`src/rtl/bcd_arith_pkg.sv`:
```
`timescale 1ns/1ps
package bcd_arith_pkg;

   localparam int NIB_W  = 4;
   localparam int FLAG_W = 5;

   typedef enum logic [2:0] {
      OP_ADD  = 3'd0,
      OP_ADC  = 3'd1,
      OP_SUB  = 3'd2,
      OP_SBB  = 3'd3,
      OP_DADJ = 3'd4,
      OP_PAIR = 3'd5,
      OP_RSV6 = 3'd6,
      OP_RSV7 = 3'd7
   } arith_op_e;

   typedef struct packed {
      logic sign;
      logic zero;
      logic aux;
      logic parity;
      logic carry;
   } flag_t;

endpackage

```
`src/rtl/bcd_arith_addsub.sv`:
```
`timescale 1ns/1ps
module bcd_arith_addsub #(
   parameter int DATA_W = 8,
   parameter int NIB_W  = 4
) (
   input  logic [DATA_W-1:0] a_i,
   input  logic [DATA_W-1:0] b_i,
   input  logic              cin_i,
   input  logic              sub_i,
   output logic [DATA_W-1:0] sum_o,
   output logic              carry_o,
   output logic              aux_o
);
   localparam int NIBS = DATA_W / NIB_W;

   if (DATA_W % NIB_W != 0) begin : g_bad_nib
      $error("addsub: DATA_W must be a multiple of NIB_W");
   end

   logic [DATA_W-1:0] b_eff;
   logic [NIBS:0]     chain;

   // subtraction runs as a + ~b + ~borrow; carry out is the inverted borrow
   assign b_eff    = sub_i ? ~b_i : b_i;
   assign chain[0] = sub_i ? ~cin_i : cin_i;

   for (genvar n = 0; n < NIBS; n++) begin : g_nib
      logic [NIB_W:0] part;
      assign part = {1'b0, a_i[n*NIB_W +: NIB_W]}
                  + {1'b0, b_eff[n*NIB_W +: NIB_W]}
                  + {{NIB_W{1'b0}}, chain[n]};
      assign sum_o[n*NIB_W +: NIB_W] = part[NIB_W-1:0];
      assign chain[n+1] = part[NIB_W];
   end

   assign carry_o = chain[NIBS] ^ sub_i;
   assign aux_o   = chain[1] ^ sub_i;
endmodule

```
`src/rtl/bcd_arith_dadj.sv`:
```
`timescale 1ns/1ps
module bcd_arith_dadj #(
   parameter int DATA_W = 8,
   parameter int NIB_W  = 4
) (
   input  logic [DATA_W-1:0] a_i,
   input  logic              aux_i,
   input  logic              carry_i,
   output logic [DATA_W-1:0] res_o,
   output logic              aux_o,
   output logic              carry_o
);
   localparam logic [NIB_W-1:0]  DIGIT_MAX = NIB_W'(9);
   localparam logic [DATA_W-1:0] LO_FIX    = DATA_W'(6);
   localparam logic [DATA_W-1:0] HI_FIX    = DATA_W'(6 << NIB_W);

   if (DATA_W != 2*NIB_W) begin : g_bad_w
      $error("dadj: exactly two digits per byte are supported");
   end

   logic              lo_fix, hi_fix;
   logic [DATA_W-1:0] lo_add, hi_add, corr;
   logic [DATA_W:0]   stage1, total;
   logic [NIB_W:0]    lo_sum;

   assign lo_fix = (a_i[NIB_W-1:0] > DIGIT_MAX) | aux_i;
   assign lo_add = lo_fix ? LO_FIX : {DATA_W{1'b0}};
   assign stage1 = {1'b0, a_i} + {1'b0, lo_add};

   // high digit decision looks at the value after the low correction
   assign hi_fix = (stage1[2*NIB_W-1:NIB_W] > DIGIT_MAX) | carry_i | stage1[DATA_W];
   assign hi_add = hi_fix ? HI_FIX : {DATA_W{1'b0}};
   assign corr   = lo_add | hi_add;

   assign total  = {1'b0, a_i} + {1'b0, corr};
   assign lo_sum = {1'b0, a_i[NIB_W-1:0]} + {1'b0, corr[NIB_W-1:0]};

   assign res_o   = total[DATA_W-1:0];
   assign carry_o = carry_i | total[DATA_W];
   assign aux_o   = lo_sum[NIB_W];
endmodule

```
`src/rtl/bcd_arith_pair.sv`:
```
`timescale 1ns/1ps
module bcd_arith_pair #(
   parameter int PAIR_W    = 16,
   parameter int SEG_W     = 8,
   parameter bit SEGMENTED = 1'b1
) (
   input  logic [PAIR_W-1:0] a_i,
   input  logic [PAIR_W-1:0] b_i,
   output logic [PAIR_W-1:0] sum_o,
   output logic              carry_o
);
   if (PAIR_W % SEG_W != 0) begin : g_bad_seg
      $error("pair: PAIR_W must be a multiple of SEG_W");
   end

   if (SEGMENTED) begin : g_seg
      localparam int SEGS = PAIR_W / SEG_W;
      logic [SEGS:0] cc;
      assign cc[0] = 1'b0;
      for (genvar s = 0; s < SEGS; s++) begin : g_s
         logic [SEG_W:0] part;
         assign part = {1'b0, a_i[s*SEG_W +: SEG_W]}
                     + {1'b0, b_i[s*SEG_W +: SEG_W]}
                     + {{SEG_W{1'b0}}, cc[s]};
         assign sum_o[s*SEG_W +: SEG_W] = part[SEG_W-1:0];
         assign cc[s+1] = part[SEG_W];
      end
      assign carry_o = cc[SEGS];
   end else begin : g_flat
      logic [PAIR_W:0] whole;
      assign whole   = {1'b0, a_i} + {1'b0, b_i};
      assign sum_o   = whole[PAIR_W-1:0];
      assign carry_o = whole[PAIR_W];
   end
endmodule

```
`src/rtl/bcd_arith_szp.sv`:
```
`timescale 1ns/1ps
module bcd_arith_szp #(
   parameter int DATA_W = 8
) (
   input  logic [DATA_W-1:0] val_i,
   output logic              sign_o,
   output logic              zero_o,
   output logic              parity_o
);
   assign sign_o   = val_i[DATA_W-1];
   assign zero_o   = (val_i == '0);
   assign parity_o = ~^val_i;
endmodule

```
`src/rtl/bcd_arith_unit.sv`:
```
`timescale 1ns/1ps
module bcd_arith_unit
   import bcd_arith_pkg::*;
#(
   parameter int DATA_W         = 8,
   parameter int PAIR_W         = 16,
   parameter bit PAIR_SEGMENTED = 1'b1
) (
   input  logic              clk_i,
   input  logic              rst_ni,
   input  logic              op_valid_i,
   input  logic [2:0]        op_sel_i,
   input  logic [DATA_W-1:0] acc_i,
   input  logic [DATA_W-1:0] opnd_i,
   input  logic [4:0]        flags_i,
   input  logic [PAIR_W-1:0] pair_a_i,
   input  logic [PAIR_W-1:0] pair_b_i,
   output logic [DATA_W-1:0] result_o,
   output logic [4:0]        flags_o,
   output logic [PAIR_W-1:0] pair_sum_o,
   output logic              res_valid_o
);
   if (DATA_W != 2*NIB_W) begin : g_bad_data
      $error("unit: DATA_W must hold two decimal digits");
   end
   if (PAIR_W != 2*DATA_W) begin : g_bad_pair
      $error("unit: PAIR_W must be twice DATA_W");
   end

   arith_op_e op;
   flag_t     fin;
   assign op  = arith_op_e'(op_sel_i);
   assign fin = flag_t'(flags_i);

   logic is_sub, use_cin, is_bin;
   assign is_sub  = (op == OP_SUB) || (op == OP_SBB);
   assign use_cin = (op == OP_ADC) || (op == OP_SBB);
   assign is_bin  = (op == OP_ADD) || (op == OP_ADC) || is_sub;

   logic [DATA_W-1:0] as_sum;
   logic              as_carry, as_aux;
   bcd_arith_addsub #(.DATA_W(DATA_W), .NIB_W(NIB_W)) u_addsub (
      .a_i     (acc_i),
      .b_i     (opnd_i),
      .cin_i   (use_cin & fin.carry),
      .sub_i   (is_sub),
      .sum_o   (as_sum),
      .carry_o (as_carry),
      .aux_o   (as_aux)
   );

   logic [DATA_W-1:0] dj_res;
   logic              dj_aux, dj_carry;
   bcd_arith_dadj #(.DATA_W(DATA_W), .NIB_W(NIB_W)) u_dadj (
      .a_i     (acc_i),
      .aux_i   (fin.aux),
      .carry_i (fin.carry),
      .res_o   (dj_res),
      .aux_o   (dj_aux),
      .carry_o (dj_carry)
   );

   logic [PAIR_W-1:0] pr_sum;
   logic              pr_carry;
   bcd_arith_pair #(.PAIR_W(PAIR_W), .SEG_W(DATA_W), .SEGMENTED(PAIR_SEGMENTED)) u_pair (
      .a_i     (pair_a_i),
      .b_i     (pair_b_i),
      .sum_o   (pr_sum),
      .carry_o (pr_carry)
   );

   logic [DATA_W-1:0] szp_in;
   logic              szp_s, szp_z, szp_p;
   assign szp_in = is_bin ? as_sum : dj_res;
   bcd_arith_szp #(.DATA_W(DATA_W)) u_szp (
      .val_i    (szp_in),
      .sign_o   (szp_s),
      .zero_o   (szp_z),
      .parity_o (szp_p)
   );

   logic [DATA_W-1:0] res_q, nxt_res;
   flag_t             flg_q, nxt_flg;
   logic [PAIR_W-1:0] pair_q, nxt_pair;
   logic              vld_q;

   always_comb begin
      nxt_res  = acc_i;
      nxt_flg  = fin;
      nxt_pair = pair_q;
      case (op)
         OP_ADD, OP_ADC, OP_SUB, OP_SBB: begin
            nxt_res       = as_sum;
            nxt_flg.carry = as_carry;
            nxt_flg.aux   = as_aux;
         end
         OP_DADJ: begin
            nxt_res       = dj_res;
            nxt_flg.carry = dj_carry;
            nxt_flg.aux   = dj_aux;
         end
         OP_PAIR: begin
            nxt_flg.carry = pr_carry;
            nxt_pair      = pr_sum;
         end
         default: ;
      endcase
      if (is_bin || (op == OP_DADJ)) begin
         nxt_flg.sign   = szp_s;
         nxt_flg.zero   = szp_z;
         nxt_flg.parity = szp_p;
      end
   end

   always_ff @(posedge clk_i or negedge rst_ni) begin
      if (!rst_ni) begin
         res_q  <= '0;
         flg_q  <= '0;
         pair_q <= '0;
         vld_q  <= 1'b0;
      end else begin
         vld_q <= op_valid_i;
         if (op_valid_i) begin
            res_q  <= nxt_res;
            flg_q  <= nxt_flg;
            pair_q <= nxt_pair;
         end
      end
   end

   assign result_o    = res_q;
   assign flags_o     = flg_q;
   assign pair_sum_o  = pair_q;
   assign res_valid_o = vld_q;
endmodule

```
`config.mk`:
```
export PLATFORM = sky130hd
export DESIGN_NAME = bcd_arith_unit
export DESIGN_NICKNAME = d
export VERILOG_FILES = /design/src/rtl/bcd_arith_pkg.sv /design/src/rtl/bcd_arith_addsub.sv /design/src/rtl/bcd_arith_dadj.sv /design/src/rtl/bcd_arith_pair.sv /design/src/rtl/bcd_arith_szp.sv /design/src/rtl/bcd_arith_unit.sv
export SDC_FILE = /design/constraint.sdc
export NUM_CORES = 1
export LEC_CHECK = 0
export BUFFER_PORTS_ARGS = -buffer_cell sky130_fd_sc_hd__buf_2
export CORE_MARGIN = 2
export CORE_UTILIZATION = 52
export DETAILED_ROUTE_END_ITERATION = 8
export GPL_ROUTABILITY_DRIVEN = 0
export PLACE_DENSITY_LB_ADDON = 0.25
export SLEW_MARGIN = 10
export SYNTH_ARGS = -nofsm -noshare
export SYNTH_HDL_FRONTEND = slang
export SYNTH_SLANG_ARGS = --single-unit
```
`constraint.sdc`:
```
create_clock -name clk_i -period 1.1 [get_ports clk_i]
set_input_delay 0.11 -clock clk_i [delete_from_list [all_inputs] [get_ports clk_i]]
set_output_delay 0.11 -clock clk_i [all_outputs]
set_load 0.1 [all_outputs]
```
==> impl_metrics.tcl, run 1 <==
set metrics [dict create \
    dp_cells 545 \
    ys_top_cells_by_count "30 x dfrtp_1, 30 x nand2_1, 29 x ha_1, 26 x o21ai_0, 21 x nor2_1" \
    synth_area_leaders "dfrtp_1 27%, ha_1 13%, xnor2_1 6.0%" \
    initial_core_util_pct 54.2 \
    dp_hpwl_mm 8.42 \
    synth_edf_count 0 \
    cts_buffers 5 \
    syn_inst 308 \
    ctsHoldBuffers 1 \
    clock_path_buffers 2 \
    dieWidth_um 77.0 \
    avgSynthCellArea_um2 8.99 \
    num_rows 26 \
    tool.error "[ERROR DPL-0038] Utilization greater than 100%, impossible to legalize" \
    synth.distinct_cells 46 \
    status "stopped before the end" \
    synthDominantCellAreaShare_pct 27.1 \
    syn-cell-area_um2 2770 \
    io_pins 89 \
    htreeDepth 2 \
    synthArstFlopShare_pct 100 \
    cts_setup_buffers 17 \
    portBuffers 88 \
    cts.sinks 30 \
    synth_top_cell_by_area "dfrtp_1" \
    post_dp_cell_area_um2 4580 \
    synth_seq_cells 30 \
    synth-main-ff-cell "dfrtp_1" \
    synth.yosys.seq_area_share_pct 27.1 \
    cts-root-buf "clkbuf_8" \
    synth_nets 404 \
    lastStage "4_1_cts" \
    dieHeight_um 77.0 \
    cts-resized-gates 78 \
    ys_warn_count 0 \
]
## cell families after synthesis
group,share of synthesized area (%)
fa+ha+maj,18.9
compound gates,21.0
buf+inv,3.66
xor+xnor,9.17
flops,27.1
simple gates,15.1
mux,5.06
## per-stage QoR
step | utilization, % | setup WS, ps | hold slack [ps] | setup TNS, ps
3_5_place_dp | 89.7 | -2890 | 55.0 | -38680
3_3_place_gp | 89.7 | -2530 | 47.1 | -35060
2_1_floorplan | - | -2580 | -186 | -29010
==> run 2, diff against run 1 <==
--- a/config.mk
+++ b/config.mk
@@ -7,10 +7,10 @@
 export LEC_CHECK = 0
 export BUFFER_PORTS_ARGS = -buffer_cell sky130_fd_sc_hd__buf_2
 export CORE_MARGIN = 2
-export CORE_UTILIZATION = 52
+export CORE_UTILIZATION = 40
 export DETAILED_ROUTE_END_ITERATION = 8
 export GPL_ROUTABILITY_DRIVEN = 0
-export PLACE_DENSITY_LB_ADDON = 0.25
+export PLACE_DENSITY_LB_ADDON = 0.15
 export SLEW_MARGIN = 10
 export SYNTH_ARGS = -nofsm -noshare
 export SYNTH_HDL_FRONTEND = slang
==> impl_metrics.tcl, run 2 <==
set metrics [dict create \
    grt_use_met1_pct 28.2 \
    synth.area.mux_share_pct 5.06 \
    clock_path_buffers 2 \
    grt_use_met3_pct 1.71 \
    grt_max_degree 27 \
    diodes 0 \
    synthArstFlopShare_pct 100 \
    cts_tree "done" \
    grt_pass1_vias 2962 \
    crit_end "flags_o[1]$_DFFE_PN0P_" \
    antenna_found_initial 0 \
    largest_register_ffs 16 \
    portBuffers 88 \
    synth_area_leaders "dfrtp_1 27%, ha_1 13%, xnor2_1 6.0%" \
    slew_viol_final 0 \
    final_hold_viol_count 0 \
    synth_edf_count 0 \
    via_per_inst 5.17 \
    end_kind "register" \
    dieHeight_um 87.2 \
    ys_top_cells_by_count "30 x dfrtp_1, 30 x nand2_1, 29 x ha_1, 26 x o21ai_0, 21 x nor2_1" \
    use_met2_pct 38.3 \
    place_ws_ps -2630 \
    fmax_mhz 296 \
    synth.yosys.seq_area_share_pct 27.1 \
    fill_cells 434 \
    finalSetupViolCount 25 \
    overflow 0 \
    cts.sinks 30 \
    violations "setup timing" \
    synth_seq_cells 30 \
    crit_required_ps 1250 \
    synth.distinct_cells 46 \
    synth_compound_area_share_pct 21.0 \
    relSlewSlack_pct 73.3 \
    min_period_ps 3380 \
    p_per_area_nw_per_um2 1580 \
    synth-simple-area-share_pct 15.1 \
    crit_path_start_kind "input port" \
    syn_to_final_growth_pct 86.3 \
    synth-xor-area-share_pct 9.17 \
    vias 2968 \
    synthAdderAreaFrac_pct 18.9 \
    worstSetupPathType "input port to register" \
    path_max_fanout 4 \
    final_common_cell "buf_4" \
    dp_hpwl_mm 6.52 \
    dieArea_um2 7600 \
    track_usage_pct 21.7 \
    drive_gt1_share_pct 56.3 \
    ys_warn_count 0 \
    dieWidth_um 87.2 \
    rrSetupSlack_ps 20 \
    critical_path.startpoint "acc_i[3]" \
    drt_pass1_iterations 5 \
    finalNetCount 589 \
    synth_nets 404 \
    drt_iter0_drc 111 \
    synthDominantCellAreaShare_pct 27.1 \
    worst_ir_drop_vdd_v 0.000601 \
    r2r-end "flags_o[0]$_DFFE_PN0P_" \
    syn-cell-area_um2 2770 \
    clk_latency_ps 270 \
    mostFrequentLayoutCells "81 x buf_4, 46 x buf_2, 32 x buf_12" \
    setup_tns_ps -28150 \
    rsz0062_at_grt "yes" \
    reg2regPathDepth 4 \
    synth_top_cell_by_area "dfrtp_1" \
    drcViolationCount 0 \
    grt_pass1_wl_mm 13.2 \
    finClkSkew_ps 0 \
    ant_nets 0 \
    tightest_slew_ps 401 \
    finalWirelength_mm 8.29 \
    avgSynthCellArea_um2 8.99 \
    r2r-start "flags_o[0]$_DFFE_PN0P_" \
    p_leak_uw 0.00240 \
    htreeDepth 2 \
    fin_ws_ps -2280 \
    cp_data_arrival_time_ps 3530 \
    clk_pin_slew_ps 60 \
    cts-root-buf "clkbuf_8" \
    status "complete, but fails checks" \
    grt_busiest_layer "met2" \
    io_pins 89 \
    finalCritPeriodShare_pct 308 \
    cts_buffers 5 \
    hold_class "input port to register" \
    num_rows 30 \
    synth-main-ff-cell "dfrtp_1" \
    initial_core_util_pct 41.0 \
    synth_top_family_by_area "compound AO/OA/AOI/OAI gates" \
    core_area_um2 6760 \
    cap_viol_max_count 0 \
    syn_inst 308 \
    post_drt_wl_per_cell_um 14.4 \
]
==> run 2: cell counts after synthesis <==
No cell type changed its count.
==> run 2: worst min-delay path by stage <==
| stage | end | depth (start not counted) | from |
|---|---|---|---|
| after global routing | flags_o[4]$_DFFE_PN0P_ | 3 | flags_i[4] |
| after CTS | flags_o[4]$_DFFE_PN0P_ | 3 | flags_i[4] |
| after global placement | pair_sum_o[6]$_DFFE_PN0P_ | 1 | rst_ni |
| after detailed placement | pair_sum_o[6]$_DFFE_PN0P_ | 1 | rst_ni |
| final | flags_o[4]$_DFFE_PN0P_ | 3 | flags_i[4] |
| after floorplan | flags_o[0]$_DFFE_PN0P_ | 0 | rst_ni |
==> run 2: cell type report <==
| type | count | area (um2) | area share [%] |
|---|---|---|---|
| Sequential cell | 30 | 758 | 14.7 |
| Tap cell | 80 | 100 | 1.94 |
| Clock inverter | 1 | 5.00 | 0.0970 |
| Clock buffer | 7 | 86.3 | 1.67 |
| Timing Repair Buffer | 190 | 1830 | 35.5 |
| Multi-Input combinational cell | 256 | 2330 | 45.2 |
| Inverter | 10 | 45.0 | 0.873 |
==> run 2: routing by layer <==
layer,wire [um],up-vias,share of wire [%]
met5,0,-,0
met4,121,0,1.5
met3,394,13,4.8
met2,4310,91,52
met1,3460,1385,42
li1,-,1479,-
==> run 2: report_power, final <==
| group | internal [uW] | switching (uW) | total (uW) | leakage [uW] |
|---|---|---|---|---|
| Sequential | 1380 | 290 | 1670 | 0.000354 |
| Combinational | 2400 | 3190 | 5590 | 0.00200 |
| Clock | 503 | 386 | 890 | 0.0000482 |
==> run 2: critical path, stage by stage <==
cell	delay [ps]
buf_6	90
o21ai_4	60
nand2b_4	80
ha_4	130
inv_2	30
fa_2	330
nand3b_1	200
buf_6	150
nor3_1	220
a221o_1	280
buf_6	130
ha_4	200
or3b_2	440
o21ai_1	90
a221o_2	140
mux2i_4	80
ha_4	280
xor2_1	150
xnor2_1	130
nand2_1	60
o21ai_1	70
a21oi_1	70
==> run 2: per-stage QoR <==
step	utilization [%]	instance area (um2)	hold slack [ps]	cells	power [uW]
3_5_place_dp	67.4	4550	60.7	551	6880
2_1_floorplan	-	3000	-186	308	4760
5_1_grt	76.3	5160	85.3	574	8570
3_3_place_gp	67.4	4550	58.7	551	6800
4_1_cts	74.0	5000	75.9	569	8040
6_report	76.3	5160	81.8	574	8150
==> run 2: cells by family after synthesis <==
logic type / after synthesis
simple gates: 87
buf+inv: 22
mux: 12
fa+ha+maj: 37
compound gates: 91
xor+xnor: 29
flops: 30
==> run 2: timing repair <==
| item | in CTS | in global routing |
|---|---|---|
| pin swaps | 40 | 25 |
| setup endpoints to repair | 29 | 30 |
| setup buffers | 10 | 7 |
| gates resized for setup | 60 | 25 |
| hold buffers | 1 | 0 |
| hold endpoints to repair | 15 | 0 |
(Power assumes the default switching activity.)
==> run 3, diff against run 2 <==
--- a/config.mk
+++ b/config.mk
@@ -10,7 +10,7 @@
 export CORE_UTILIZATION = 40
 export DETAILED_ROUTE_END_ITERATION = 8
 export GPL_ROUTABILITY_DRIVEN = 0
-export PLACE_DENSITY_LB_ADDON = 0.15
+export PLACE_DENSITY = 0.64
 export SLEW_MARGIN = 10
 export SYNTH_ARGS = -nofsm -noshare
 export SYNTH_HDL_FRONTEND = slang
==> impl_metrics.tcl, run 3 (synthesis results as in run 2) <==
set metrics [dict create \
    cts_tree "done" \
    track_usage_pct 23.3 \
    post_drt_wl_per_cell_um 15.7 \
    drt_iter0_drc 93 \
    power_uw 8450 \
    status "complete, but fails checks" \
    finalSetupViolCount 26 \
    clk_latency_ps 280 \
    drive_gt1_share_pct 56.4 \
    drt_pass1_iterations 4 \
    diodes 0 \
    place_ws_ps -2670 \
    ant_nets 0 \
    clock_path_buffers 2 \
    finClkSkew_ps 0 \
    cts.sinks 30 \
    hold_class "input port to register" \
    syn_to_final_growth_pct 87.2 \
    overflow 0 \
    relSlewSlack_pct 78.1 \
    crit_path_start_kind "input port" \
    final_hold_viol_count 0 \
    cts_buffers 5 \
    crit_required_ps 1260 \
    io_pins 89 \
    fin_ws_ps -2250 \
    worst_ir_drop_vdd_v 0.000683 \
    tightest_slew_ps 327 \
    mostFrequentLayoutCells "69 x buf_4, 46 x buf_2, 34 x buf_6" \
    min_period_ps 3350 \
    p_per_area_nw_per_um2 1630 \
    grt_max_degree 25 \
    finalCritPeriodShare_pct 304 \
    slew_viol_final 0 \
    portBuffers 88 \
    grt_pass1_vias 3067 \
    rsz0062_at_grt "yes" \
    grt_pass1_wl_mm 13.9 \
    violations "setup timing" \
    initial_core_util_pct 41.0 \
    end_kind "register" \
    path_max_fanout 5 \
    cts-root-buf "clkbuf_8" \
    worstSetupPathType "input port to register" \
    hold_ws_ps 97.5 \
    via_per_inst 5.31 \
    largest_register_ffs 16 \
    clk_pin_slew_ps 60 \
    final_common_cell "buf_4" \
    fmax_mhz 299 \
    antenna_found_initial 0 \
    num_rows 30 \
    dieArea_um2 7600 \
    htreeDepth 2 \
    dieWidth_um 87.2 \
    core_area_um2 6760 \
    cap_viol_max_count 0 \
    finalNetCount 583 \
    vias 3017 \
    p_leak_uw 0.00239 \
    dieHeight_um 87.2 \
    finalWirelength_mm 8.94 \
    dp_hpwl_mm 6.55 \
    drcViolationCount 0 \
    cp_data_arrival_time_ps 3510 \
]
run 3: cell count changes in the layout (fill, tap and decap cells not counted), sizes merged:
cell	before	now
bufinv	0	1
clkinv	1	0
buf	189	183
run 3: repair_timing:
action | CTS | global route
hold buffers | 1 | 0
setup endpoints to repair | 29 | 28
endpoints found under the hold margin | 30 | 0
buffers inserted | 13 | 11
gates resized for setup | 71 | 31
pin swaps | 43 | 39
run 3: worst paths after layout:
path	from	end	slack, ps	depth (start not counted)
max	acc_i[2]	flags_o[1]$_DFFE_PN0P_	-2250	22
min	flags_i[4]	flags_o[4]$_DFFE_PN0P_	100	3
max reg2reg	flags_o[0]$_DFFE_PN0P_	flags_o[0]$_DFFE_PN0P_	10	4
min reg2reg	pair_sum_o[2]$_DFFE_PN0P_	pair_sum_o[2]$_DFFE_PN0P_	530	2
max in group asynchronous	rst_ni	pair_sum_o[0]$_DFFE_PN0P_	440	3
min in group asynchronous	rst_ni	pair_sum_o[11]$_DFFE_PN0P_	250	2
run 3: metrics by stage:
step | area, um2 | utilization, % | instances | TNS [ps]
after floorplan | 3000 | - | 308 | -29010
after global placement | 4510 | 66.7 | 545 | -36380
after detailed placement | 4510 | 66.7 | 545 | -37810
after CTS | 5030 | 74.4 | 564 | -27160
after global routing | 5180 | 76.7 | 568 | -30760
final | 5180 | 76.7 | 568 | -28140
run 3: final cells by class:
| type | count | area, um2 |
|---|---|---|
| clock inverters | 1 | 30.0 |
| fillers | 440 | 1570 |
| flip-flops and latches | 30 | 758 |
| repair buffers | 184 | 1810 |
| well taps | 80 | 100 |
| clock buffers | 7 | 76.3 |
| inverters | 10 | 45.0 |
| multi-input cells | 256 | 2370 |
run 3: critical path: stages:
cell and delay (ps):
buf_6 100, o21ai_4 150, nand2b_4 80, ha_4 160, inv_2 50, fa_2 190, nand3b_1 150, buf_6 130
nand2_2 40, o21a_1 110, a221o_1 380, ha_4 270, or3b_2 450, o21ai_0 120, a221o_2 170, mux2i_4 80
ha_4 280, xor2_2 140, xnor2_1 130, nand2_1 60, o21ai_1 70, a21oi_1 70
run 3: metal layers:
| layer | up-vias | GRT usage, % | wire length [um] |
|---|---|---|---|
| li1 | 1463 | - | - |
| met1 | 1440 | 27.6 | 3560 |
| met2 | 92 | 42.9 | 4740 |
| met3 | 22 | 3.13 | 389 |
| met4 | 0 | 7.83 | 259 |
| met5 | - | 0 | 0 |
run 3: where the power goes:
part	total, uW	internal, uW	switching (uW)	leakage, uW
Clock	1090	677	411	0.0000524
Combinational	5690	2440	3250	0.00198
Sequential	1670	1380	290	0.000354
==> run 4, diff against run 3 <==
--- a/config.mk
+++ b/config.mk
@@ -14,4 +14,5 @@
 export SLEW_MARGIN = 10
 export SYNTH_ARGS = -nofsm -noshare
 export SYNTH_HDL_FRONTEND = slang
+export SYNTH_HIERARCHICAL = 1
 export SYNTH_SLANG_ARGS = --single-unit
==> impl_metrics.tcl, run 4 <==
set metrics [dict create \
    cts.sinks 30 \
    fin_cells 599 \
    synth_area_leaders "dfrtp_1 25%, ha_1 12%, fa_1 5.4%" \
    portBuffers 88 \
    post_dp_cell_area_um2 4730 \
    drt_pass1_iterations 4 \
    synth_compound_area_share_pct 15.2 \
    antenna_found_initial 0 \
    synth_seq_cells 30 \
    post_drt_wl_per_cell_um 14.7 \
    cts_tree "done" \
    ys_top_cells_by_count "30 x dfrtp_1, 30 x inv_1, 29 x ha_1, 22 x nand2_1, 20 x nor2_1" \
    synthDominantCellAreaShare_pct 25.1 \
    via_per_inst 5.04 \
    io_pins 89 \
    dp_hpwl_mm 6.59 \
    crit_path_start_kind "input port" \
    dieArea_um2 8170 \
    clk_pin_slew_ps 70 \
    synth.yosys.seq_area_share_pct 25.1 \
    synthArstFlopShare_pct 100 \
    syn_inst 320 \
    reg2regPathDepth 2 \
    finalSetupViolCount 26 \
    mostFrequentLayoutCells "80 x buf_4, 48 x buf_2, 32 x buf_12" \
    hold_class "input port to register" \
    ys_warn_count 6 \
    synth_top_family_by_area "adder cells" \
    grt_pass1_wl_mm 14.7 \
    final_common_cell "buf_4" \
    tightest_slew_ps 279 \
    multiInputGateArea_um2 2480 \
    ant_nets 0 \
    largest_register_ffs 16 \
    fin_ws_ps -2080 \
    synth_top_cell_by_area "dfrtp_1" \
    vias 3018 \
    violations "setup timing" \
    synth-main-ff-cell "dfrtp_1" \
    diodes 0 \
    synth-xor-area-share_pct 8.80 \
    grt_pass1_vias 3161 \
    final_hold_viol_count 0 \
    syn_to_final_growth_pct 81.8 \
    fmax_mhz 314 \
    drt_iter0_drc 86 \
    core_area_um2 7250 \
    worstSetupPathType "input port to register" \
    clock_path_buffers 2 \
    dp_cells 573 \
    synthAdderAreaFrac_pct 17.5 \
    finalWirelength_mm 8.82 \
    fill_cells 489 \
    drive_gt1_share_pct 58.6 \
    stdcell_area_um2 5430 \
    p_leak_uw 0.00263 \
    cp_data_arrival_time_ps 3350 \
    hold_depth 3 \
    p_per_area_nw_per_um2 1750 \
    status "complete, but fails checks" \
    end_kind "register" \
    path_max_fanout 3 \
    synth_nets 416 \
    finalCritPeriodShare_pct 289 \
    overflow 0 \
    dieWidth_um 90.4 \
    cts-root-buf "clkbuf_8" \
    rsz0062_at_grt "yes" \
    seqCellArea_um2 758 \
    dieHeight_um 90.4 \
    cap_viol_max_count 0 \
    relSlewSlack_pct 81.4 \
    num_rows 31 \
    synth.distinct_cells 54 \
    synth-simple-area-share_pct 16.3 \
    min_period_ps 3180 \
    drcViolationCount 0 \
    worst_ir_drop_vdd_v 0.000735 \
    crit_required_ps 1260 \
    syn-cell-area_um2 2990 \
    finClkSkew_ps 0 \
    synth_edf_count 0 \
    track_usage_pct 21.8 \
    initial_core_util_pct 41.2 \
    grt_max_degree 31 \
    avgSynthCellArea_um2 9.33 \
    synth.area.mux_share_pct 10.0 \
    slew_viol_final 0 \
    finalNetCount 595 \
    cts_buffers 5 \
    clk_latency_ps 280 \
    rrSetupSlack_ps 260 \
    htreeDepth 2 \
]
==> run 4: changes by cell type after synthesis, moves of 7 or more <==
cell and delta:
a21oi_1 -7, a22oi_1 +8, inv_1 +20, mux2_4 +10
nand2_1 -8, nand2b_1 +10, o21ai_0 -18
==> run 4: cells by family after synthesis <==
| logic type | after synthesis |
|---|---|
| XOR/XNOR | 30 |
| buffers and inverters | 45 |
| adder cells (fa/ha/maj) | 37 |
| flip-flops | 30 |
| multiplexers | 24 |
| AND/OR/NAND/NOR | 87 |
| AO/OA/AOI/OAI | 67 |
==> run 4: power breakdown <==
part | switching (uW) | internal, uW
Clock | 448 | 966
Sequential | 347 | 1420
Combinational | 3580 | 2750
==> run 4: area by class of cell <==
type / count / area share, %
flip-flops and latches: 30 / 14.0
inverters: 30 / 2.07
repair buffers: 187 / 33.4
multi-input cells: 245 / 45.7
clock buffers: 6 / 1.52
clock inverters: 2 / 1.11
well taps: 99 / 2.28
==> run 4: final timing paths <==
check / startpoint / to
setup / recovery: op_sel_i[1] / flags_o[1]$_DFFE_PN0P_
min in group asynchronous: rst_ni / pair_sum_o[5]$_DFFE_PN0P_
setup reg to reg: result_o[5]$_DFFE_PN0P_ / result_o[5]$_DFFE_PN0P_
max in group asynchronous: rst_ni / pair_sum_o[0]$_DFFE_PN0P_
hold / removal: flags_i[4] / flags_o[4]$_DFFE_PN0P_
hold reg to reg: pair_sum_o[7]$_DFFE_PN0P_ / pair_sum_o[7]$_DFFE_PN0P_
==> run 4: metal layers <==
metal,GRT usage (%),vias to the layer above,routed length [um]
met3,3.59,15,322
met1,26.3,1449,3730
met4,5.00,0,159
met2,40.4,80,4610
met5,0,-,0
li1,-,1474,-
==> run 4: what timing repair did <==
item                       CTS  global route
gates resized for setup     62            30
hold buffers                 1             0
buffers inserted            15            16
setup endpoints to repair   27            26
hold endpoints to repair    30             0
pin swaps                   39            44
==> run 4: critical path, cell delays in order <==
cell,delay (ps)
buf_8,80
nor2b_4,260
xnor2_4,90
fa_2,370
fa_2,350
nand2b_4,160
o2bb2ai_4,140
fa_2,330
inv_2,80
fa_2,430
nand2b_1,120
nand2_1,80
inv_2,70
ha_4,200
xnor2_2,130
xnor2_1,120
mux2i_1,140
a21oi_1,80
==> run 4: per-stage QoR <==
stage               worst slack, ps  utilization (%)  hold slack, ps  power [uW]  setup TNS (ps)
floorplan                     -2370                -            -186        5320          -28110
global placement              -2380             65.2            77.2        7510          -33810
detailed placement            -2550             65.2            80.2        7600          -35040
CTS                           -2080             72.5             131        9360          -25470
global route                  -2180             74.8             134        9910          -27940
finish                        -2080             74.8             111        9510          -26230
